$ cat src/rtl/lpbus_pkg.sv
// Shared types for the low-power bus link.
// Assumes: mode is static while the link runs.
package lpbus_pkg;
    typedef enum logic [1:0] {
        MODE_DATA  = 2'd0,
        MODE_ADDR  = 2'd1,
        MODE_TRANS = 2'd2,
        MODE_RSVD  = 2'd3
    } lpbus_mode_e;
endpackage

$ cat src/rtl/lpbus_ones.sv
// Counts the set bits of a vector; purely combinational.
// Assumes: CW is wide enough to hold the value W.
module lpbus_ones #(
    parameter int W  = 8,
    parameter int CW = $clog2(W + 1)
) (
    input  logic [W-1:0]  vec,
    output logic [CW-1:0] count
);
    // Ripple sum of the set bits.
    always_comb begin
        count = '0;
        for (int i = 0; i < W; i++) begin
            count = count + CW'(vec[i]);
        end
    end
endmodule

$ cat src/rtl/lpbus_encoder.sv
// Transmit side: chooses a code per word and drives the bus lines and flag.
// Assumes: mode is held constant between resets; state moves only on valid.
module lpbus_encoder
    import lpbus_pkg::*;
#(
    parameter int W = 8
) (
    input  logic        clk,
    input  logic        rst_n,
    input  lpbus_mode_e mode,
    input  logic        in_valid,
    input  logic [W-1:0] in_word,
    output logic [W-1:0] bus_out,
    output logic        flag_out,
    output logic        valid_out
);
    localparam int HALF = W / 2;
    localparam int CW   = $clog2(W + 1);

    logic [W-1:0]  bus_q, bus_d, prev_q;
    logic          flag_q, flag_d, have_prev_q, vld_q;
    logic [CW-1:0] diff_cnt;
    logic          started_q;

    lpbus_ones #(.W(W), .CW(CW)) u_diff (
        .vec   (in_word ^ bus_q),
        .count (diff_cnt)
    );

    // Next bus state and flag for the selected code.
    always_comb begin
        bus_d  = bus_q;
        flag_d = 1'b0;
        case (mode)
            MODE_ADDR: begin
                if (have_prev_q && (in_word == prev_q + W'(1))) begin
                    bus_d  = bus_q;
                    flag_d = 1'b1;
                end else begin
                    bus_d  = in_word;
                    flag_d = 1'b0;
                end
            end
            MODE_TRANS: begin
                bus_d  = bus_q ^ in_word;
                flag_d = 1'b0;
            end
            default: begin
                if (int'(diff_cnt) > HALF) begin
                    bus_d  = ~in_word;
                    flag_d = 1'b1;
                end else begin
                    bus_d  = in_word;
                    flag_d = 1'b0;
                end
            end
        endcase
    end

    // Register the lines, flag and previous word on accepted words.
    always_ff @(posedge clk) begin
        if (!rst_n) begin
            bus_q       <= '0;
            flag_q      <= 1'b0;
            prev_q      <= '0;
            have_prev_q <= 1'b0;
            vld_q       <= 1'b0;
        end else begin
            vld_q <= in_valid;
            if (in_valid) begin
                bus_q       <= bus_d;
                flag_q      <= flag_d;
                prev_q      <= in_word;
                have_prev_q <= 1'b1;
            end
        end
    end

    // Marks that one cycle has passed since reset, for history-based checks.
    always_ff @(posedge clk) begin
        if (!rst_n) started_q <= 1'b0;
        else        started_q <= 1'b1;
    end

    assign bus_out   = bus_q;
    assign flag_out  = flag_q;
    assign valid_out = vld_q;


    data_toggle_chk: assert property (@(posedge clk) disable iff (!rst_n)
        (started_q && vld_q && (mode == MODE_DATA))
            |-> ($countones(bus_q ^ $past(bus_q)) <= HALF));


    addr_freeze_chk: assert property (@(posedge clk) disable iff (!rst_n)
        (started_q && vld_q && (mode == MODE_ADDR) && flag_q)
            |-> (bus_q == $past(bus_q)));


    trans_flag_chk: assert property (@(posedge clk) disable iff (!rst_n)
        (mode == MODE_TRANS) |-> !flag_q);


    idle_hold_chk: assert property (@(posedge clk) disable iff (!rst_n)
        (started_q && !in_valid) |=> ($stable(bus_q) && $stable(flag_q) && !vld_q));
endmodule

$ cat src/rtl/lpbus_decoder.sv
// Receive side: mirrors the encoder's state and rebuilds the original word.
// Assumes: the same static mode as the encoder; one cycle of latency.
module lpbus_decoder
    import lpbus_pkg::*;
#(
    parameter int W = 8
) (
    input  logic        clk,
    input  logic        rst_n,
    input  lpbus_mode_e mode,
    input  logic        in_valid,
    input  logic [W-1:0] bus_in,
    input  logic        flag_in,
    output logic        out_valid,
    output logic [W-1:0] out_word
);
    logic [W-1:0] last_bus_q, prev_word_q, word_d, word_q;
    logic         vld_q;
    logic         started_q;

    // Inverse of the encoder's code for the current mode.
    always_comb begin
        case (mode)
            MODE_ADDR:  word_d = flag_in ? (prev_word_q + W'(1)) : bus_in;
            MODE_TRANS: word_d = bus_in ^ last_bus_q;
            default:    word_d = flag_in ? ~bus_in : bus_in;
        endcase
    end

    // Register the rebuilt word and the mirrored state on valid bus words.
    always_ff @(posedge clk) begin
        if (!rst_n) begin
            last_bus_q  <= '0;
            prev_word_q <= '0;
            word_q      <= '0;
            vld_q       <= 1'b0;
        end else begin
            vld_q <= in_valid;
            if (in_valid) begin
                word_q      <= word_d;
                prev_word_q <= word_d;
                last_bus_q  <= bus_in;
            end
        end
    end

    // Marks that one cycle has passed since reset.
    always_ff @(posedge clk) begin
        if (!rst_n) started_q <= 1'b0;
        else        started_q <= 1'b1;
    end

    assign out_valid = vld_q;
    assign out_word  = word_q;


    rx_latency_chk: assert property (@(posedge clk) disable iff (!rst_n)
        in_valid |=> out_valid);


    rx_idle_chk: assert property (@(posedge clk) disable iff (!rst_n)
        (started_q && !in_valid) |=> (!out_valid && $stable(out_word)));
endmodule

$ cat src/rtl/lpbus_link.sv
// Top: encoder and decoder joined by the encoded bus, flag and valid lines.
// Assumes: mode changes only while rst_n is low.
module lpbus_link
    import lpbus_pkg::*;
#(
    parameter int W = 8
) (
    input  logic         clk,
    input  logic         rst_n,
    input  logic [1:0]   mode,
    input  logic         tx_valid,
    input  logic [W-1:0] tx_word,
    output logic [W-1:0] bus_lines,
    output logic         bus_flag,
    output logic         link_valid,
    output logic         rx_valid,
    output logic [W-1:0] rx_word
);
    lpbus_mode_e mode_e;
    assign mode_e = lpbus_mode_e'(mode);

    lpbus_encoder #(.W(W)) u_enc (
        .clk       (clk),
        .rst_n     (rst_n),
        .mode      (mode_e),
        .in_valid  (tx_valid),
        .in_word   (tx_word),
        .bus_out   (bus_lines),
        .flag_out  (bus_flag),
        .valid_out (link_valid)
    );

    lpbus_decoder #(.W(W)) u_dec (
        .clk       (clk),
        .rst_n     (rst_n),
        .mode      (mode_e),
        .in_valid  (link_valid),
        .bus_in    (bus_lines),
        .flag_in   (bus_flag),
        .out_valid (rx_valid),
        .out_word  (rx_word)
    );
endmodule

$ cat config.mk
export PLATFORM = sky130hd
export DESIGN_NAME = lpbus_link
export DESIGN_NICKNAME = d
export VERILOG_FILES = /design/src/rtl/lpbus_pkg.sv /design/src/rtl/lpbus_ones.sv /design/src/rtl/lpbus_encoder.sv /design/src/rtl/lpbus_decoder.sv /design/src/rtl/lpbus_link.sv
export SDC_FILE = /design/constraint.sdc
export NUM_CORES = 1
export LEC_CHECK = 0
export ABC_AREA = 1
export BUFFER_PORTS_ARGS = -buffer_cell sky130_fd_sc_hd__buf_2
export CAP_MARGIN = 40
export CORE_MARGIN = 3
export CORE_UTILIZATION = 35
export CTS_CLUSTER_SIZE = 25
export DETAILED_ROUTE_END_ITERATION = 6
export SLEW_MARGIN = 20
export SYNTH_ARGS = -nofsm -noshare
export SYNTH_HDL_FRONTEND = slang
export SYNTH_SLANG_ARGS = --single-unit
$ cat constraint.sdc
create_clock -name clk -period 6.38 [get_ports clk]
set_input_delay 1.914 -clock clk [delete_from_list [all_inputs] [get_ports clk]]
set_output_delay 1.914 -clock clk [all_outputs]
set_load 0.05 [all_outputs]
==> run_results.csv <==
group,metric,value,unit
run_status,status,"complete, no violations",
synth,synthTopCellsByArea,"dfxtp_1 27%, nand2_1 19%, nand3_1 8.3%",
setup_path,critPathTopFamily,"adder cells",
synth,ys_warn_count,0,
power,swShare,0.555,
sta,worst_slew_pin_slew,765,ps
clocking,cts_setup_buffers,0,
cells_and_area,num-nets-final,485,
place,dp_cells,553,
drt,postRouteAntennaNets,0,
sta,hold_viol,0,
synth,synth.largest_area_cell,"dfxtp_1",
synth,yosysSeqAreaShare,0.266,
clocking,clk_pin_slew,80,ps
power,p_leak,1.47,nW
cells_and_area,syn_to_final_growth,9.71,%
die,dieArea,8820,um^2
cells_and_area,fin_area,2970,um^2
drt,vias,2851,
die,core_area,7370,um^2
grt,overflow,0,
grt,grt_pass1_wl,12.2,mm
sta,slew_violations,0,
grt,antenna_found_initial,0,
die,ios,32,
sta,setup_slack,888,ps
synth,async_flop_share,0,
clocking,clk_latency,300,ps
drt,routedWlPerCell,13.1,um
sta,final.min_clock_period,5490,ps
drt,drtIter0Drc,226,
power,p_sw,864,uW
sta,finalSetupViolations,0,
power,power,1.56,mW
synth,yosysMostFrequentCell,"nand2_1",
grt,grt_use_total,0.173,
die,num_rows,31,
synth,synth_cells,444,
clocking,clockRootBuffer,"clkbuf_8",
clocking,cts_resized,0,
die,die_width,93.9,um
clocking,cts_tree,"built",
place,gp_congestion,0.814,
power,powerDensity,524,nW/um^2
drt,drc,0,
synth,syn-cell-area,2710,um^2
place,io_buffers,31,
synth,synth_edf_count,0,
die,die_h,93.9,um
cells_and_area,final_core_util,0.403,
sta,rsz0062_at_grt,"false",
clocking,cts_hold_buf,0,
setup_path,crit_path_cell_trace,"buf_2 -> inv_1 -> nand2_1 -> nand2_1 -> fa_1 -> inv_1 -> fa_1 -> inv_1 -> fa_1 -> inv_1 -> ha_1 -> fa_1 -> inv_1 -> nand2_1 -> nand3_2 -> nand2_1 -> nand2_1 -> nand3_1 -> nand2_1 -> nand3_2 -> a21oi_1",
place,place_area,2880,um^2
grt,grt_start_max_net_pins,30,
setup_path,cp_data_required_time,6550,ps
die,start_util,0.367,
cells_and_area,drive_gt1_frac,0.119,
sta,max_slew_margin,0.490,
power,comb_power_share,0.668,
synth,synth-seq-cells,36,
setup_path,cp_common_cell,"nand2_1",
cells_and_area,stdcell_count,561,
drt,drt-pass1-iter-count,5,
drt,drt_wl_total,7.36,mm
setup_path,worst-path-buf-inv,6,
clocking,cts_buffers,5,
power,internal_power,693,uW
cells_and_area,antenna_cells,0,
clocking,cts_buffer_depth,2,
worst_hold_path,hp-class,"flip-flop to flip-flop",
synth,synth_cell_types,27,
synth,syn-num-nets,468,
setup_path,start_kind,"input pin",
setup_path,arrival,5660,ps
place,post-place-ws,611,ps
sta,fmax,0.182,GHz
power,seqPwrFrac,0.221,
power,p_clk_frac,0.111,
setup_path,cp_max_fo,10,
sta,finalClockSkew,8.36,ps
power,ir_drop,275,uV
sta,whs,463,ps
clocking,h-tree-depth,2,
setup_path,slowest_delay,540,ps
synth,ys.flop_type,"dfxtp_1",
synth,synth_top_area_frac,0.266,
clocking,cts_sinks,36,
setup_path,cpMaxStageDelayCell,"fa_1",
synth,synth.top_cells.by_count,"138 x nand2_1, 54 x inv_1, 45 x nand3_1",
setup_path,path_class,"input pin to flip-flop",
synth,avgSynthCellArea,6.10,um^2
sta,finalCritPeriodShare,0.861,
job,drv_cap,0,
sta,final.setup.tns,0,ps
place,place_hpwl,5.24,mm
drt,vias_per_cell,5.08,
grt,first_global_vias,2532,
setup_path,end_kind,"flip-flop",
==> layout make-up <==
cell class,instances,area [um^2]
clock buffers,5,68.8
clock inverters,3,18.8
fillers,813,4400
inverters,56,210
multi-input cells,331,1670
flip-flops and latches,36,721
well taps,99,124
repair buffers,31,155
==> path summary, 6_finish.rpt <==
check,startpoint,end,slack [ps],cells past startpoint
worst max-delay path,tx_word[1],u_enc.bus_out[6],890,21
worst min register to register,u_enc.have_prev_q,u_enc.have_prev_q,460,2
worst min-delay path,u_enc.have_prev_q,u_enc.have_prev_q,460,2
worst max register to register,u_enc.bus_out[0],u_enc.bus_out[6],2130,18
==> power groups by stage <==
| stage | sequential (mW) | combinational (mW) | clock, mW |
|---|---|---|---|
| 2_1_floorplan | 0.406 | 0.759 | 0 |
| 3_3_place_gp | 0.347 | 0.990 | 0 |
| 3_5_place_dp | 0.348 | 1.02 | 0 |
| 4_1_cts | 0.343 | 1.03 | 0.178 |
| 5_1_grt | 0.353 | 1.21 | 0.185 |
| 6_report | 0.343 | 1.04 | 0.173 |
==> cell usage in the layout, fill, tap and decap left out, drive strengths merged <==
master and instances:
xnor2 9, o21ai 37, o22ai 4, ha 7, o21bai 2, clkbuf 5, or2 1, clkinv 5
nor2 28, xor2 4, o211ai 1, nand4 2, inv 54, fa 4, buf 31, a21oi 39
nand2 143, nand3 50, dfxtp 36
==> cell families after synthesis <==
group / count (synthesis) / share of synthesized area
xor gates and xnor gates: 13 / 0.0421
and+or+nand+nor: 224 / 0.354
buffers and inverters: 77 / 0.116
DFF: 36 / 0.266
adders and majority gates: 11 / 0.0620
AOI/OAI and AO/OA: 83 / 0.159
==> state kept, by name (all words and copies together), names as in the netlist <==
name and count:
u_dec.last_bus_q 8, u_dec.out_valid 1, u_dec.prev_word_q 8, u_enc.bus_out 8, u_enc.flag_out 1, u_enc.have_prev_q 1
u_enc.prev_q 8, u_enc.valid_out 1
==> worst register-to-register path, cell delays in order (launching register included) <==
cell	delay [ps]
dfxtp_1	520
xnor2_1	160
fa_1	550
inv_1	50
fa_1	530
inv_1	60
fa_1	540
inv_1	40
ha_1	220
fa_1	500
inv_1	40
nand2_1	60
nand3_2	180
nand2_1	280
nand2_1	80
nand3_1	80
nand2_1	80
nand3_2	70
a21oi_1	70
==> layer usage <==
layer / global-route usage / routed length (um) / up-vias
li1: - / - / 1451
met1: 0.239 / 3520 / 1313
met2: 0.276 / 3350 / 78
met3: 0.0280 / 383 / 9
met4: 0.0554 / 105 / 0
met5: 0 / 0 / -
(Power assumes the default switching activity.)
